## config.mk

```make
export PLATFORM = sky130hd
export DESIGN_NAME = ps2_cmd_tx
export DESIGN_NICKNAME = d
export VERILOG_FILES = /design/src/rtl/ps2_tx_pkg.sv /design/src/rtl/ps2_tx_datapath.sv /design/src/rtl/ps2_tx_ctrl.sv /design/src/rtl/ps2_cmd_tx.sv
export SDC_FILE = /design/constraint.sdc
export NUM_CORES = 1
export LEC_CHECK = 0
export ABC_CLOCK_PERIOD_IN_PS = 5600
export BUFFER_PORTS_ARGS = -buffer_cell sky130_fd_sc_hd__buf_2
export CAP_MARGIN = 20
export CORE_MARGIN = 2
export CORE_UTILIZATION = 30
export DETAILED_ROUTE_END_ITERATION = 10
export PLACE_DENSITY_LB_ADDON = 0.25
export SLEW_MARGIN = 10
export SYNTH_ARGS = -nofsm -noshare
export SYNTH_HDL_FRONTEND = slang
export SYNTH_HIERARCHICAL = 1
export SYNTH_SLANG_ARGS = --single-unit
```

## constraint.sdc

```tcl
create_clock -name clk -period 5.6 [get_ports clk]
set_input_delay 0.56 -clock clk [delete_from_list [all_inputs] [get_ports clk]]
set_output_delay 0.56 -clock clk [all_outputs]
set_load 0.02 [all_outputs]
```

## src/rtl/ps2_tx_pkg.sv

```systemverilog
package ps2_tx_pkg;

  typedef enum logic [1:0] {
    ST_IDLE    = 2'd0,
    ST_INHIBIT = 2'd1,
    ST_REQ     = 2'd2,
    ST_SHIFT   = 2'd3
  } txState_t;

  // strobes from control to datapath
  typedef struct packed {
    logic load;      // capture byte, build frame, present start bit
    logic shift;     // present next frame bit, advance bit count
    logic timerClr;  // restart the shared cycle timer
  } txCmd_t;

  // conditions from datapath to control
  typedef struct packed {
    logic clkFall;      // synchronized falling edge of the device clock
    logic datLevel;     // synchronized data line level
    logic inhibitDone;  // inhibit window has elapsed
    logic timeoutHit;   // no device activity for the timeout window
    logic frameSent;    // all frame bits have been presented
  } txStat_t;

endpackage

```

## src/rtl/ps2_tx_datapath.sv

```systemverilog
module ps2_tx_datapath
  import ps2_tx_pkg::*;
#(
  parameter int DATA_BITS   = 8,
  parameter int CLK_MHZ     = 200,
  parameter int INHIBIT_US  = 100,
  parameter int TIMEOUT_US  = 15000,
  parameter int SYNC_STAGES = 2
) (
  input  logic                 clk,
  input  logic                 rstN,
  input  txCmd_t               cmd,
  input  logic [DATA_BITS-1:0] txByte,
  input  logic                 ps2ClkIn,
  input  logic                 ps2DatIn,
  output txStat_t              stat,
  output logic                 datDrive
);

  localparam int FRAME_BITS  = DATA_BITS + 2;           // data, parity, stop
  localparam int CW          = $clog2(FRAME_BITS + 1);
  localparam int INHIBIT_CYC = CLK_MHZ * INHIBIT_US;
  localparam int TIMEOUT_CYC = CLK_MHZ * TIMEOUT_US;
  localparam int MAX_CYC     = (INHIBIT_CYC > TIMEOUT_CYC) ? INHIBIT_CYC : TIMEOUT_CYC;
  localparam int TW          = $clog2(MAX_CYC + 1);

  logic [SYNC_STAGES-1:0] clkSync, datSync;
  logic                   clkPrev;
  logic [TW-1:0]          timer;
  logic [FRAME_BITS-1:0]  frameReg;
  logic [CW-1:0]          bitCnt;

  // line synchronizers, idle-high reset value
  always_ff @(posedge clk) begin
    if (!rstN) begin
      clkSync <= '1;
      datSync <= '1;
      clkPrev <= 1'b1;
    end else begin
      clkSync <= {clkSync[SYNC_STAGES-2:0], ps2ClkIn};
      datSync <= {datSync[SYNC_STAGES-2:0], ps2DatIn};
      clkPrev <= clkSync[SYNC_STAGES-1];
    end
  end

  // shared saturating timer for inhibit and timeout windows
  always_ff @(posedge clk) begin
    if (!rstN || cmd.timerClr) begin
      timer <= '0;
    end else if (timer != TW'(MAX_CYC)) begin
      timer <= timer + 1'b1;
    end
  end

  // frame shifter: bit 0 of frameReg is the next bit to present
  always_ff @(posedge clk) begin
    if (!rstN) begin
      frameReg <= '1;
      bitCnt   <= '0;
      datDrive <= 1'b0;
    end else if (cmd.load) begin
      frameReg <= {1'b1, ~^txByte, txByte};
      bitCnt   <= '0;
      datDrive <= 1'b1;                    // start bit is a low level
    end else if (cmd.shift) begin
      datDrive <= ~frameReg[0];
      frameReg <= {1'b1, frameReg[FRAME_BITS-1:1]};
      bitCnt   <= bitCnt + 1'b1;
    end
  end

  always_comb begin
    stat.clkFall     = clkPrev & ~clkSync[SYNC_STAGES-1];
    stat.datLevel    = datSync[SYNC_STAGES-1];
    stat.inhibitDone = (timer == TW'(INHIBIT_CYC - 1));
    stat.timeoutHit  = (timer >= TW'(TIMEOUT_CYC - 1));
    stat.frameSent   = (bitCnt == CW'(FRAME_BITS));
  end

endmodule

```

## src/rtl/ps2_tx_ctrl.sv

```systemverilog
module ps2_tx_ctrl
  import ps2_tx_pkg::*;
(
  input  logic     clk,
  input  logic     rstN,
  input  logic     start,
  input  txStat_t  stat,
  output txCmd_t   cmd,
  output txState_t state,
  output logic     done,
  output logic     err
);

  txState_t nextState;
  logic     finishOk, finishBad;

  always_comb begin
    nextState = state;
    cmd       = '0;
    finishOk  = 1'b0;
    finishBad = 1'b0;
    unique case (state)
      ST_IDLE: begin
        if (start) begin
          cmd.load     = 1'b1;
          cmd.timerClr = 1'b1;
          nextState    = ST_INHIBIT;
        end
      end
      ST_INHIBIT: begin
        if (stat.inhibitDone) nextState = ST_REQ;
      end
      ST_REQ: begin
        cmd.timerClr = 1'b1;
        nextState    = ST_SHIFT;
      end
      ST_SHIFT: begin
        if (stat.clkFall) begin
          cmd.timerClr = 1'b1;
          if (!stat.frameSent) begin
            cmd.shift = 1'b1;
          end else begin
            nextState = ST_IDLE;
            finishOk  = ~stat.datLevel;
            finishBad = stat.datLevel;
          end
        end else if (stat.timeoutHit) begin
          nextState = ST_IDLE;
          finishBad = 1'b1;
        end
      end
      default: nextState = ST_IDLE;
    endcase
  end

  always_ff @(posedge clk) begin
    if (!rstN) begin
      state <= ST_IDLE;
      done  <= 1'b0;
      err   <= 1'b0;
    end else begin
      state <= nextState;
      done  <= finishOk;
      err   <= finishBad;
    end
  end

endmodule

```

## src/rtl/ps2_cmd_tx.sv

```systemverilog
module ps2_cmd_tx
  import ps2_tx_pkg::*;
#(
  parameter int DATA_BITS   = 8,
  parameter int CLK_MHZ     = 200,
  parameter int INHIBIT_US  = 100,
  parameter int TIMEOUT_US  = 15000,
  parameter int SYNC_STAGES = 2
) (
  input  logic                 clk,
  input  logic                 rstN,
  input  logic                 start,
  input  logic [DATA_BITS-1:0] txByte,
  input  logic                 ps2ClkIn,
  input  logic                 ps2DatIn,
  output logic                 clkPullLow,
  output logic                 datPullLow,
  output logic                 busy,
  output logic                 done,
  output logic                 err
);

  txCmd_t   cmd;
  txStat_t  stat;
  txState_t state;
  logic     datDrive;

  ps2_tx_ctrl u_ctrl (
    .clk   (clk),
    .rstN  (rstN),
    .start (start),
    .stat  (stat),
    .cmd   (cmd),
    .state (state),
    .done  (done),
    .err   (err)
  );

  ps2_tx_datapath #(
    .DATA_BITS  (DATA_BITS),
    .CLK_MHZ    (CLK_MHZ),
    .INHIBIT_US (INHIBIT_US),
    .TIMEOUT_US (TIMEOUT_US),
    .SYNC_STAGES(SYNC_STAGES)
  ) u_dp (
    .clk      (clk),
    .rstN     (rstN),
    .cmd      (cmd),
    .txByte   (txByte),
    .ps2ClkIn (ps2ClkIn),
    .ps2DatIn (ps2DatIn),
    .stat     (stat),
    .datDrive (datDrive)
  );

  assign busy       = (state != ST_IDLE);
  assign clkPullLow = (state == ST_INHIBIT) || (state == ST_REQ);
  assign datPullLow = datDrive && ((state == ST_REQ) || (state == ST_SHIFT));

endmodule

```

# Word-level counts from Yosys, hierarchy flattened
# Cells that the tools add are included.
# totals
regBits	45
in_bits	13
out_inout_bits	5
wordCells	60
# op_classes
addsub	2
order_cmp	1
n_eq_ne	10
mux	19
bitwise	5
n_reduce_logical	13
# ops
cell	n
adder 22 x 1 -> 22 bit (second input constant)	1
equality test 22 x 15 -> 1 bit (second input constant)	1
>= comparator 22 bit (second input constant)	1
inequality test 22 bit (second input constant)	1
two-way mux 9 bit	2
two-way mux 2 bit	6
two-way mux 1 bit	9
case mux 2 bit (4 select lines)	1
AND reduction 4 bit	2
XNOR reduction 8 bit	1
adder 4 x 1 -> 4 bit (second input constant)	1
equality test 2 bit (second input constant)	2
equality test 4 bit (second input constant)	1
inequality test 2 bit (second input constant)	2
inverter 1 bit	4
nonzero test 2 bit	2
logical OR 1 bit	3
inequality test 3 x 2 -> 1 bit (second input constant)	1
inequality test 3 bit (second input constant)	1
case mux 1 bit (3 select lines)	1
equality test 2 x 1 -> 1 bit (second input constant)	1
logical NOT 2 bit	1
AND reduction 2 bit	1
OR reduction 2 bit	1
other kinds (3)	3

# Depth between registers and ports, before layout
# Gate-level depths: netlist (run 1).
# logic_depth
ltp_word	6
mapped_depth	10
depth_no_buf	9

# Cells and area by module
# Netlist (run 1), hierarchy kept.
# by_module_without_submodules
module	instances	cells_each	area_each_um2
ps2_tx_datapath	1	233	2110.8
ps2_tx_ctrl	1	35	295.3
ps2_cmd_tx	1	7	56.3

# Worst setup path before layout (run 1)
# Ideal clock, no wire load.
# synth_timing
path_type	reg2reg
start	reg u_ctrl.state[0]
end	reg u_dp.timer[16]
setup_ps	59
arrival_time_ps	2053
slack_ps	3488
path_stages_with_launch	10
n_path_buf	1
synth_period_minus_slack_ps	2112
path_cell_list	dfxtp_1 > inv_1 > ha_1 > and2_1 > a211oi_1 > nor2_1 > or2b_1 > buf_2 > or4_1 > nand2_1
# synth_lines
item	line_no	text
from (decl)	ps2_tx_ctrl.sv:9	output txState_t state,
from (signal assigned)	ps2_tx_ctrl.sv:62	state <= nextState;
to (signal assigned)	ps2_tx_datapath.sv:51	timer <= timer + 1'b1;
to (decl)	ps2_tx_datapath.sv:29	logic [TW-1:0] timer;

==> metrics.log, run 1 <==
[metrics] residual DRC count: 0
[metrics] first-pass GRT wire length: 8160 um
[metrics] sum of negative setup slack: 0 ns
[metrics] final clock period utilization by the worst path: 0.489
[metrics] io pins: 18
[metrics] switching power: 270 uW
[metrics] sequential group share of total power: 0.444
[metrics] logic gate share of total power: 0.258
[metrics] most common library cell in the layout ignoring fill and taps: dfxtp_1
[metrics] Leak: 1.07 nW
[metrics] # resized after CTS: 0
[metrics] Final Net Count: 313
[metrics] clock network fraction of design power: 0.297
[metrics] share of the yosys chip area belonging to registers: 0.366
[metrics] routability congestion estimate from global placement: 0.734
[metrics] maximum number of pins on one net before global-route repair: 24
[metrics] total power divided by cell area: 312 mW/mm2
[metrics] Yosys cell types: 47
[metrics] initial standard-cell utilization of the core: 0.304
[metrics] buffer levels on the longest clock path: 2
[metrics] Routed wire per std cell: 11.9 um
[metrics] met2 track utilization from global routing: 0.190
[metrics] post-synthesis area per instance: 8.95 um2
[metrics] Worst Hold Class: reg2reg
[metrics] most crowded layer after global routing: met2
[metrics] biggest fanout along the worst timing path: 20
[metrics] slowest cell on the critical path: or4_1
[metrics] clock insertion delay at the later pin of the skew report: 0.31 ns
[metrics] data arrival time of the critical path: 3.00 ns
[metrics] post-detail-place hpwl: 3280 um
[metrics] area of the die: 0.00895 mm2
[metrics] unrepaired setup endpoints after global routing: false
[metrics] Overflow after GRT: 0
[metrics] placeable core region: 0.00809 mm2
[metrics] fraction of met1 tracks used by global routing: 0.144
[metrics] DIE HEIGHT: 94.6 um
[metrics] internal power: 574 uW
[metrics] area delta synth->final: 10.0%
[metrics] count of endpoints failing setup in the final report: 0
[metrics] synthesized netlist cell count: 275
[metrics] largest stage delay on the critical path: 0.59 ns
[metrics] transition time of the tightest slew-check pin: 0.668 ns
[metrics] ratio of routed vias to standard cells: 4.68
[metrics] wire length after detailed routing: 4650 um
[metrics] via count of the first global-routing pass: 1,800
[metrics] global routing usage on met3: 0.0271
[metrics] type of element launching the critical path: flop
[metrics] clock-pin slew on the worst setup and hold paths: 0.09 ns
[metrics] IR Drop Worst-Case VDD: 0.216 mV
[metrics] CTS H-tree lvls: 2
[metrics] critical path's top delay family: simple AND/OR/NAND/NOR gates
[metrics] kind of critical path: reg2reg
[metrics] Clock Sinks: 45
[metrics] hold_buf cts: 0
[metrics] final antenna-violating net count: 0
[metrics] Max Slew Vio Count: 0
[metrics] Setup Fix Bufs, Post-CTS: 0
[metrics] area of the mapped netlist: 0.00246 mm2
[metrics] number of buffer and inverter stages on the critical path: 1
[metrics] Die Wd: 94.6 um
[metrics] required time of the critical path: 5.86 ns
[metrics] initial antenna violation count: 0
[metrics] post-synth net total: 302
[metrics] Max Cap Viol: 0
[metrics] run status: completed
[metrics] number of failing hold endpoints at the final stage: 0
[metrics] Worst Clk Skew: 0.0130 ns
[metrics] post-route minimum period: 2.74 ns
[metrics] sequence of cells on the critical path: inv_1 > ha_1 > and2_1 > a211oi_1 > nor2_1 > or2b_1 > or4_1 > nand2_1
[metrics] Post-synth EDFFs: 0
[metrics] clock buffers created by TritonCTS: 5
[metrics] Post-synth top flop: dfxtp_1
[metrics] fmax: 365 MHz
[metrics] vias after detailed routing: 1,835
[metrics] proportion of layout cells with a drive suffix above 1: 0.150
[metrics] number of port buffers: 17
[metrics] yosys synthesis warning count: 6
[metrics] buffer type at the clock tree root: clkbuf_8
[metrics] flops & latches, synth: 45
[metrics] drt first-iter violations: 69
[metrics] element type at the critical path end: flop
[metrics] leading cell types in the layout, fill and taps excluded: dfxtp_1, nand2_1, nor2_1
[metrics] antenna cells: 0
[metrics] switching share of power: 0.320
[metrics] ys async rst share: 0
[metrics] TritonCTS clock tree: done
[metrics] placement row count: 33
[metrics] gr usage total: 0.115
[metrics] iteration count of the initial detailed-routing pass: 4
[metrics] headroom to the max-slew limit: 0.555
[metrics] post-layout util: 0.335
[logic make-up (layout without fill, tap and decap cells)]
logic type | Yosys count | in the layout | synth area share
and+or+nand+nor | 122 | 122 | 0.272
DFF | 45 | 45 | 0.366
AOI/OAI and AO/OA | 29 | 29 | 0.0788
buffers and inverters | 24 | 36 | 0.0518
xor gates and xnor gates | 21 | 21 | 0.0747
muxes | 20 | 20 | 0.0854
adders and majority gates | 14 | 14 | 0.0711
[worst register-to-register path, stage by stage (launching register included)]
cell and delay (ns):
dfxtp_1 0.48, inv_1 0.13, ha_1 0.22, and2_1 0.34, a211oi_1 0.30, nor2_1 0.08
or2b_1 0.48, or4_1 0.59, nand2_1 0.07
[cells in the mapped netlist, types with 3 or more instances]
master,count,area [um2]
nand2b_1,9,56.3
clkbuf_1,3,11.3
nor2b_1,3,18.8
xor2_1,7,61.3
nand3_1,7,35.0
nor4_1,6,37.5
a21oi_1,6,30.0
nand2_1,31,116
buf_6,3,33.8
inv_1,10,37.5
ha_1,14,175
buf_4,3,22.5
xnor2_1,14,123
nor3_1,6,30.0
buf_2,3,15.0
nand4_1,8,50.1
mux2_2,8,90.1
and2_1,3,18.8
o21ai_0,7,35.0
and4_2,3,30.0
dfxtp_1,45,901
nor2_1,27,101
and3_1,4,25.0
mux2i_1,12,120
[layout make-up]
type | count | area (um2)
Timing Repair Buffer | 18 | 92.6
Tap cell | 105 | 131
Sequential cell | 45 | 901
Fill cell | 888 | 5380
Clock buffer | 5 | 68.8
Multi-Input combinational cell | 206 | 1430
Clock inverter | 3 | 43.8
Inverter | 10 | 37.5
[per-stage QoR]
step                worst slack [ns]  total power, mW  cell area, um2  hold slack (ns)  instances
global placement                2.91            0.600            2600            0.388        384
detailed placement              2.82            0.605            2600            0.394        384
floorplan                       3.49            0.560            2460            0.386        275
global route                    2.61            0.904            2710            0.427        392
CTS                             2.81            0.861            2710            0.415        392
finish                          2.86            0.844            2710            0.412        392
[sequential cells by signal, summed over array words and instances, names as in the netlist, 2 cells and up]
register,cells
u_dp/datSync,2
u_dp/frameReg,9
u_dp/bitCnt,4
u_dp/clkSync,2
u_ctrl/state,2
u_dp/timer,22
[power groups by stage]
stage          Combinational (mW)  Sequential [mW]  Clock, mW
5_1_grt                     0.252            0.381      0.271
3_5_place_dp                0.221            0.384          0
2_1_floorplan               0.184            0.376          0
4_1_cts                     0.222            0.376      0.262
6_report                    0.218            0.375      0.251
3_3_place_gp                0.217            0.383          0
[path summary, 6_finish.rpt]
path	end	depth (start not counted)	slack (ns)	from
hold / removal	u_dp/datSync[1]	1	0.41	u_dp/datSync[0]
setup / recovery	u_dp/timer[18]	8	2.86	u_ctrl/state[0]
setup reg to reg	u_dp/timer[18]	8	2.86	u_ctrl/state[0]
hold reg to reg	u_dp/datSync[1]	1	0.41	u_dp/datSync[0]
[routing by layer]
layer	vias to the layer above	routed length [um]
met5	-	0
met4	0	98
met3	10	176
met2	26	2060
met1	827	2310
li1	972	-
No activity file was read; power rests on OpenSTA's default activity.
==> run 2: changes to the inputs <==
ABC_CLOCK_PERIOD_IN_PS = 2300   (was 5600)
clock period = 2.3 ns   (was 5.6 ns; I/O delays follow)
==> metrics.log, run 2 (synthesis results as in run 1) <==
[metrics] IR Drop Worst-Case VDD: 0.364 mV (+69%)
[metrics] proportion of layout cells with a drive suffix above 1: 0.180 (+0.0298)
[metrics] headroom to the max-slew limit: 0.632 (+0.0779)
[metrics] Clock Sinks: 45 (unchanged)
[metrics] number of port buffers: 17 (unchanged)
[metrics] Max Slew Vio Count: 0 (unchanged)
[metrics] Final Power: 2.08 mW (+150%)
[metrics] biggest fanout along the worst timing path: 5 (-75%)
[metrics] run status: completed
[metrics] routability congestion estimate from global placement: 0.799 (+8.8%)
[metrics] initial standard-cell utilization of the core: 0.304 (unchanged)
[metrics] hold_buf cts: 0 (unchanged)
[metrics] via count of the first global-routing pass: 1,814 (+0.78%)
[metrics] transition time of the tightest slew-check pin: 0.547 ns (-0.121 ns)
[metrics] residual DRC count: 0 (unchanged)
[metrics] initial antenna violation count: 0 (unchanged)
[metrics] clock buffers created by TritonCTS: 5 (unchanged)
[metrics] Setup Fix Bufs, Post-CTS: 0 (unchanged)
[metrics] final critical-path setup slack: 0.218 ns (-2.64 ns)
[metrics] # fillers: 867 (-2.4%)
[metrics] clock insertion delay at the later pin of the skew report: 0.29 ns (-0.02 ns)
[metrics] required time of the critical path: 2.52 ns (-3.34 ns)
[metrics] count of endpoints failing setup in the final report: 0 (unchanged)
[metrics] final antenna-violating net count: 0 (unchanged)
[metrics] placeable core region: 0.00809 mm2 (unchanged)
[metrics] ratio of routed vias to standard cells: 4.79 (+2.2%)
[metrics] fmax: 480 MHz (+32%)
[metrics] post-route minimum period: 2.08 ns (-0.659 ns)
[metrics] Max Cap Viol: 0 (unchanged)
[metrics] area delta synth->final: 13.2%
[metrics] total power divided by cell area: 748 mW/mm2 (+140%)
[metrics] placement row count: 33 (unchanged)
[metrics] Leak: 1.11 nW (+4.2%)
[metrics] Die Wd: 94.6 um (unchanged)
[metrics] maximum number of pins on one net before global-route repair: 24 (unchanged)
[metrics] element type at the critical path end: flop
[metrics] type of element launching the critical path: flop
[metrics] area of the die: 0.00895 mm2 (unchanged)
[metrics] Worst Hold Class: in2reg
[metrics] wire length after detailed routing: 4760 um (+2.4%)
[metrics] clock-pin slew on the worst setup and hold paths: 0.08 ns (about the same)
[metrics] iteration count of the initial detailed-routing pass: 4 (unchanged)
[metrics] DIE HEIGHT: 94.6 um (unchanged)
[metrics] max FFs per register: 22 (unchanged)
[metrics] first-pass GRT wire length: 8360 um (+2.5%)
[metrics] kind of critical path: reg2reg
[metrics] unrepaired setup endpoints after global routing: false
[metrics] sum of negative setup slack: 0 ns (unchanged)
[metrics] buffer levels on the longest clock path: 2 (unchanged)
[metrics] # resized after CTS: 0 (unchanged)
[metrics] Routed wire per std cell: 11.9 um (+0.34%)
[metrics] drt first-iter violations: 70 (+1.4%)
[metrics] number of failing hold endpoints at the final stage: 0 (unchanged)
[metrics] most common library cell in the layout ignoring fill and taps: dfxtp_1
[metrics] final clock period utilization by the worst path: 0.905 (+0.416)
[metrics] largest registers in the final layout: u_dp/timer (22), u_dp/frameReg (9), u_dp/bitCnt (4)
[metrics] buffer type at the clock tree root: clkbuf_8
[metrics] Top reg by flops: u_dp/timer
[metrics] antenna cells: 0 (unchanged)
[metrics] Overflow after GRT: 0 (unchanged)
[metrics] io pins: 18 (unchanged)
[metrics] leading cell types in the layout, fill and taps excluded: dfxtp_1, nand2_1, nor2_1
[metrics] gr usage total: 0.118 (+0.00363)
[metrics] vias after detailed routing: 1,914 (+4.3%)
[metrics] CTS H-tree lvls: 2 (unchanged)
[metrics] Worst Clk Skew: 0.00798 ns (-0.00498 ns)
[metrics] Final Net Count: 322 (+2.9%)
[metrics] TritonCTS clock tree: done
[metrics] setup slack after placement: 0.175 ns (-2.64 ns)
[metrics] post-detail-place hpwl: 3460 um (+5.5%)
[metrics] data arrival time of the critical path: 2.30 ns (-0.70 ns)
## run 2: cell count changes in the layout (fill, tap and decap cells not counted), sizes merged
cell / change
buf: +9
inv: -1
## run 2: area by class of cell
class / count / area (um2) / area share
well taps: 105 / 131 / 0.0471
repair buffers: 27 / 173 / 0.0619
clock buffers: 5 / 68.8 / 0.0247
multi-input cells: 206 / 1440 / 0.517
inverters: 10 / 37.5 / 0.0135
clock inverters: 2 / 35.0 / 0.0126
flip-flops and latches: 45 / 901 / 0.323
## run 2: stage by stage
step,instance area [um2],std cells,util,hold WS [ns]
after floorplan,2460,275,-,0.303
after global placement,2680,393,0.331,0.391
after detailed placement,2680,393,0.331,0.397
after CTS,2780,400,0.344,0.0996
after global routing,2790,400,0.344,0.100
final,2790,400,0.344,0.111
## run 2: worst max-delay path, stage by stage (launching register included)
cell,delay (ns)
dfxtp_1,0.39
ha_1,0.21
and4_2,0.32
a2111oi_0,0.12
o31ai_1,0.34
nor2_1,0.09
a211oi_2,0.31
mux2i_1,0.23
## run 2: power breakdown
part / total (mW) / switching [mW] / leakage [nW] / internal, mW
clock: 0.578 / 0.262 / 0.0540 / 0.316
sequential: 0.891 / 0.0427 / 0.366 / 0.848
combinational: 0.615 / 0.346 / 0.693 / 0.269
total: 2.08 / 0.650 / 1.11 / 1.43
## run 2: path summary, 6_finish.rpt
path | start | endpoint | slack, ns | cells after the start
max | u_dp/timer[0] | u_ctrl/state[1] | 0.22 | 7
max reg2reg | u_dp/timer[0] | u_ctrl/state[1] | 0.22 | 7
min | ps2ClkIn | u_dp/clkSync[0] | 0.11 | 2
min reg2reg | u_dp/clkSync[0] | u_dp/clkSync[1] | 0.41 | 1
## run 2: routing by layer
| layer | vias up | share of wire | global-route usage |
|---|---|---|---|
| li1 | 994 | - | - |
| met1 | 889 | 0.49 | 0.156 |
| met2 | 27 | 0.46 | 0.192 |
| met3 | 4 | 0.034 | 0.0295 |
| met4 | 0 | 0.011 | 0.0326 |
| met5 | - | 0 | 0 |
==> run 3: changes to the inputs <==
BUFFER_PORTS_ARGS = default   (was -buffer_cell sky130_fd_sc_hd__buf_2)
CELL_PAD_IN_SITES_DETAIL_PLACEMENT = 0   (was default)
CELL_PAD_IN_SITES_GLOBAL_PLACEMENT = 1   (was default)
CORE_ASPECT_RATIO = 1.5   (was default)
DONT_BUFFER_PORTS = 1   (was default)
==> metrics.log, run 3 (synthesis results as in run 1) <==
[metrics] sum of negative setup slack: 0 ns (unchanged)
[metrics] total power divided by cell area: 822 mW/mm2 (+9.9%)
[metrics] Top reg by flops: u_dp/timer
[metrics] post-detail-place hpwl: 3990 um (+15%)
[metrics] Clock Sinks: 45 (unchanged)
[metrics] element type at the critical path end: flop
[metrics] max FFs per register: 22 (unchanged)
[metrics] placeable core region: 0.00801 mm2 (-1.1%)
[metrics] final antenna-violating net count: 0 (unchanged)
[metrics] post-route worst hold slack: 0.0108 ns (-0.100 ns)
[metrics] via count of the first global-routing pass: 1,884 (+3.9%)
[metrics] Overflow after GRT: 0 (unchanged)
[metrics] wire length after detailed routing: 5350 um (+13%)
[metrics] required time of the critical path: 2.53 ns (about the same)
[metrics] routability congestion estimate from global placement: 0.736 (-7.9%)
[metrics] antenna cells: 0 (unchanged)
[metrics] biggest fanout along the worst timing path: 5 (unchanged)
[metrics] post-route minimum period: 2.08 ns (-0.00123 ns)
[metrics] leading cell types in the layout, fill and taps excluded: dfxtp_1, nand2_1, nor2_1
[metrics] count of endpoints failing setup in the final report: 0 (unchanged)
[metrics] Worst Hold Class: in2reg
[metrics] IR Drop Worst-Case VDD: 0.503 mV (+38%)
[metrics] Routed wire per std cell: 13.8 um (+16%)
[metrics] clock insertion delay at the later pin of the skew report: 0.29 ns (about the same)
[metrics] vias after detailed routing: 1,856 (-3.0%)
[metrics] proportion of layout cells with a drive suffix above 1: 0.144 (-0.0353)
[metrics] DIE HEIGHT: 115 um (+22%)
[metrics] first-pass GRT wire length: 9090 um (+8.8%)
[metrics] # fillers: 864 (-0.35%)
[metrics] kind of critical path: reg2reg
[metrics] iteration count of the initial detailed-routing pass: 4 (unchanged)
[metrics] type of element launching the critical path: flop
[metrics] fmax: 481 MHz (about the same)
[metrics] largest registers in the final layout: u_dp/timer (22), u_dp/frameReg (9), u_dp/bitCnt (4)
[metrics] number of placed cells counting well taps: 380 (-3.3%)
[metrics] most common library cell in the layout ignoring fill and taps: dfxtp_1
[metrics] headroom to the max-slew limit: 0.624 (-0.00836)
[metrics] gr usage total: 0.131 (+0.0124)
[metrics] post-layout util: 0.351 (+0.00632)
[metrics] maximum number of pins on one net before global-route repair: 19 (-21%)
[metrics] Max Cap Viol: 0 (unchanged)
[metrics] run status: completed
[metrics] Final Net Count: 310 (-3.7%)
[metrics] Leak: 1.10 nW (-1.4%)
[metrics] number of port buffers: 0 (-17)
[metrics] residual DRC count: 0 (unchanged)
[metrics] final clock period utilization by the worst path: 0.905 (about the same)
[metrics] area of the die: 0.00896 mm2 (+0.17%)
[metrics] unrepaired setup endpoints after global routing: false
[metrics] buffer type at the clock tree root: clkbuf_16
[metrics] Max Slew Vio Count: 0 (unchanged)
[metrics] Worst Clk Skew: 0.00558 ns (-0.00241 ns)
[metrics] clock buffers created by TritonCTS: 5 (unchanged)
[metrics] transition time of the tightest slew-check pin: 0.550 ns (+0.00244 ns)
[metrics] drt first-iter violations: 83 (+19%)
[metrics] buffer levels on the longest clock path: 2 (unchanged)
[metrics] TritonCTS clock tree: done
[metrics] io pins: 18 (unchanged)
[metrics] placed standard-cell area: 0.00261 mm2 (-2.5%)
[metrics] ratio of routed vias to standard cells: 4.77 (-0.29%)
[metrics] initial antenna violation count: 0 (unchanged)
[metrics] initial standard-cell utilization of the core: 0.308 (+0.00323)
[metrics] number of failing hold endpoints at the final stage: 0 (unchanged)
[metrics] post-layout instance area: 0.00281 mm2 (+0.76%)
[metrics] clock-pin slew on the worst setup and hold paths: 0.06 ns (-0.02 ns)
[metrics] data arrival time of the critical path: 2.31 ns (about the same)
[metrics] placement row count: 40 (+21%)
[metrics] CTS H-tree lvls: 2 (unchanged)
[metrics] final cell count without fillers: 389 (-2.8%)
[metrics] area delta synth->final: 14.1%
[metrics] Die Wd: 78.0 um (-18%)
-- run 3: changes by cell type in the layout (fill, tap and decap cells not counted), sizes merged --
cell         delta
clkbuf          +2
dlygate4sd3     +1
clkinv          -1
buf            -13
-- run 3: worst paths after layout --
kind              startpoint              end  slack (ns)  cells past startpoint
max            u_dp/timer[0]  u_ctrl/state[1]        0.22                      7
min                     rstN  u_dp/clkSync[1]        0.01                      1
max reg2reg    u_dp/timer[0]  u_ctrl/state[1]        0.22                      7
min reg2reg  u_dp/clkSync[0]  u_dp/clkSync[1]        0.42                      1
-- run 3: report_power, final --
part           total, mW  internal [mW]  switching (mW)  leakage, nW
Combinational      0.576          0.243           0.333        0.647
Clock              0.840          0.543           0.298       0.0841
Sequential         0.892          0.849          0.0427        0.366
-- run 3: what timing repair did --
action	4_1_cts	5_1_grt
setup buffers	0	0
setup endpoints to repair	0	2
endpoints found under the hold margin	8	0
hold buffers	1	0
resized for setup	0	3
-- run 3: final cells by class --
cell class	count	area (um2)	area share
clock inverter	1	30.0	0.0107
multi-input combinational	206	1450	0.517
clock buffer	7	143	0.0508
inverter	10	37.5	0.0134
sequential	45	901	0.321
tap	105	131	0.0468
timing repair buffer	15	115	0.0410
-- run 3: critical path: stages (launching register included) --
cell and delay [ns]:
dfxtp_1 0.39, ha_1 0.24, and4_1 0.27, nand3_1 0.08, nor4_1 0.40, o22ai_1 0.15
a211oi_2 0.30, mux2i_1 0.20
-- run 3: stage by stage --
step	power [mW]	worst slack [ns]
5_1_grt	2.45	0.0341
3_5_place_dp	1.49	0.149
3_3_place_gp	1.49	0.179
4_1_cts	2.35	0.132
6_report	2.31	0.219
2_1_floorplan	1.36	0.188
-- run 3: metal layers --
metal,vias to the layer above,share of wire,track usage
met5,-,0,0
met4,0,0.026,0.0620
met3,9,0.031,0.0330
met2,21,0.53,0.240
met1,862,0.41,0.139
li1,964,-,-
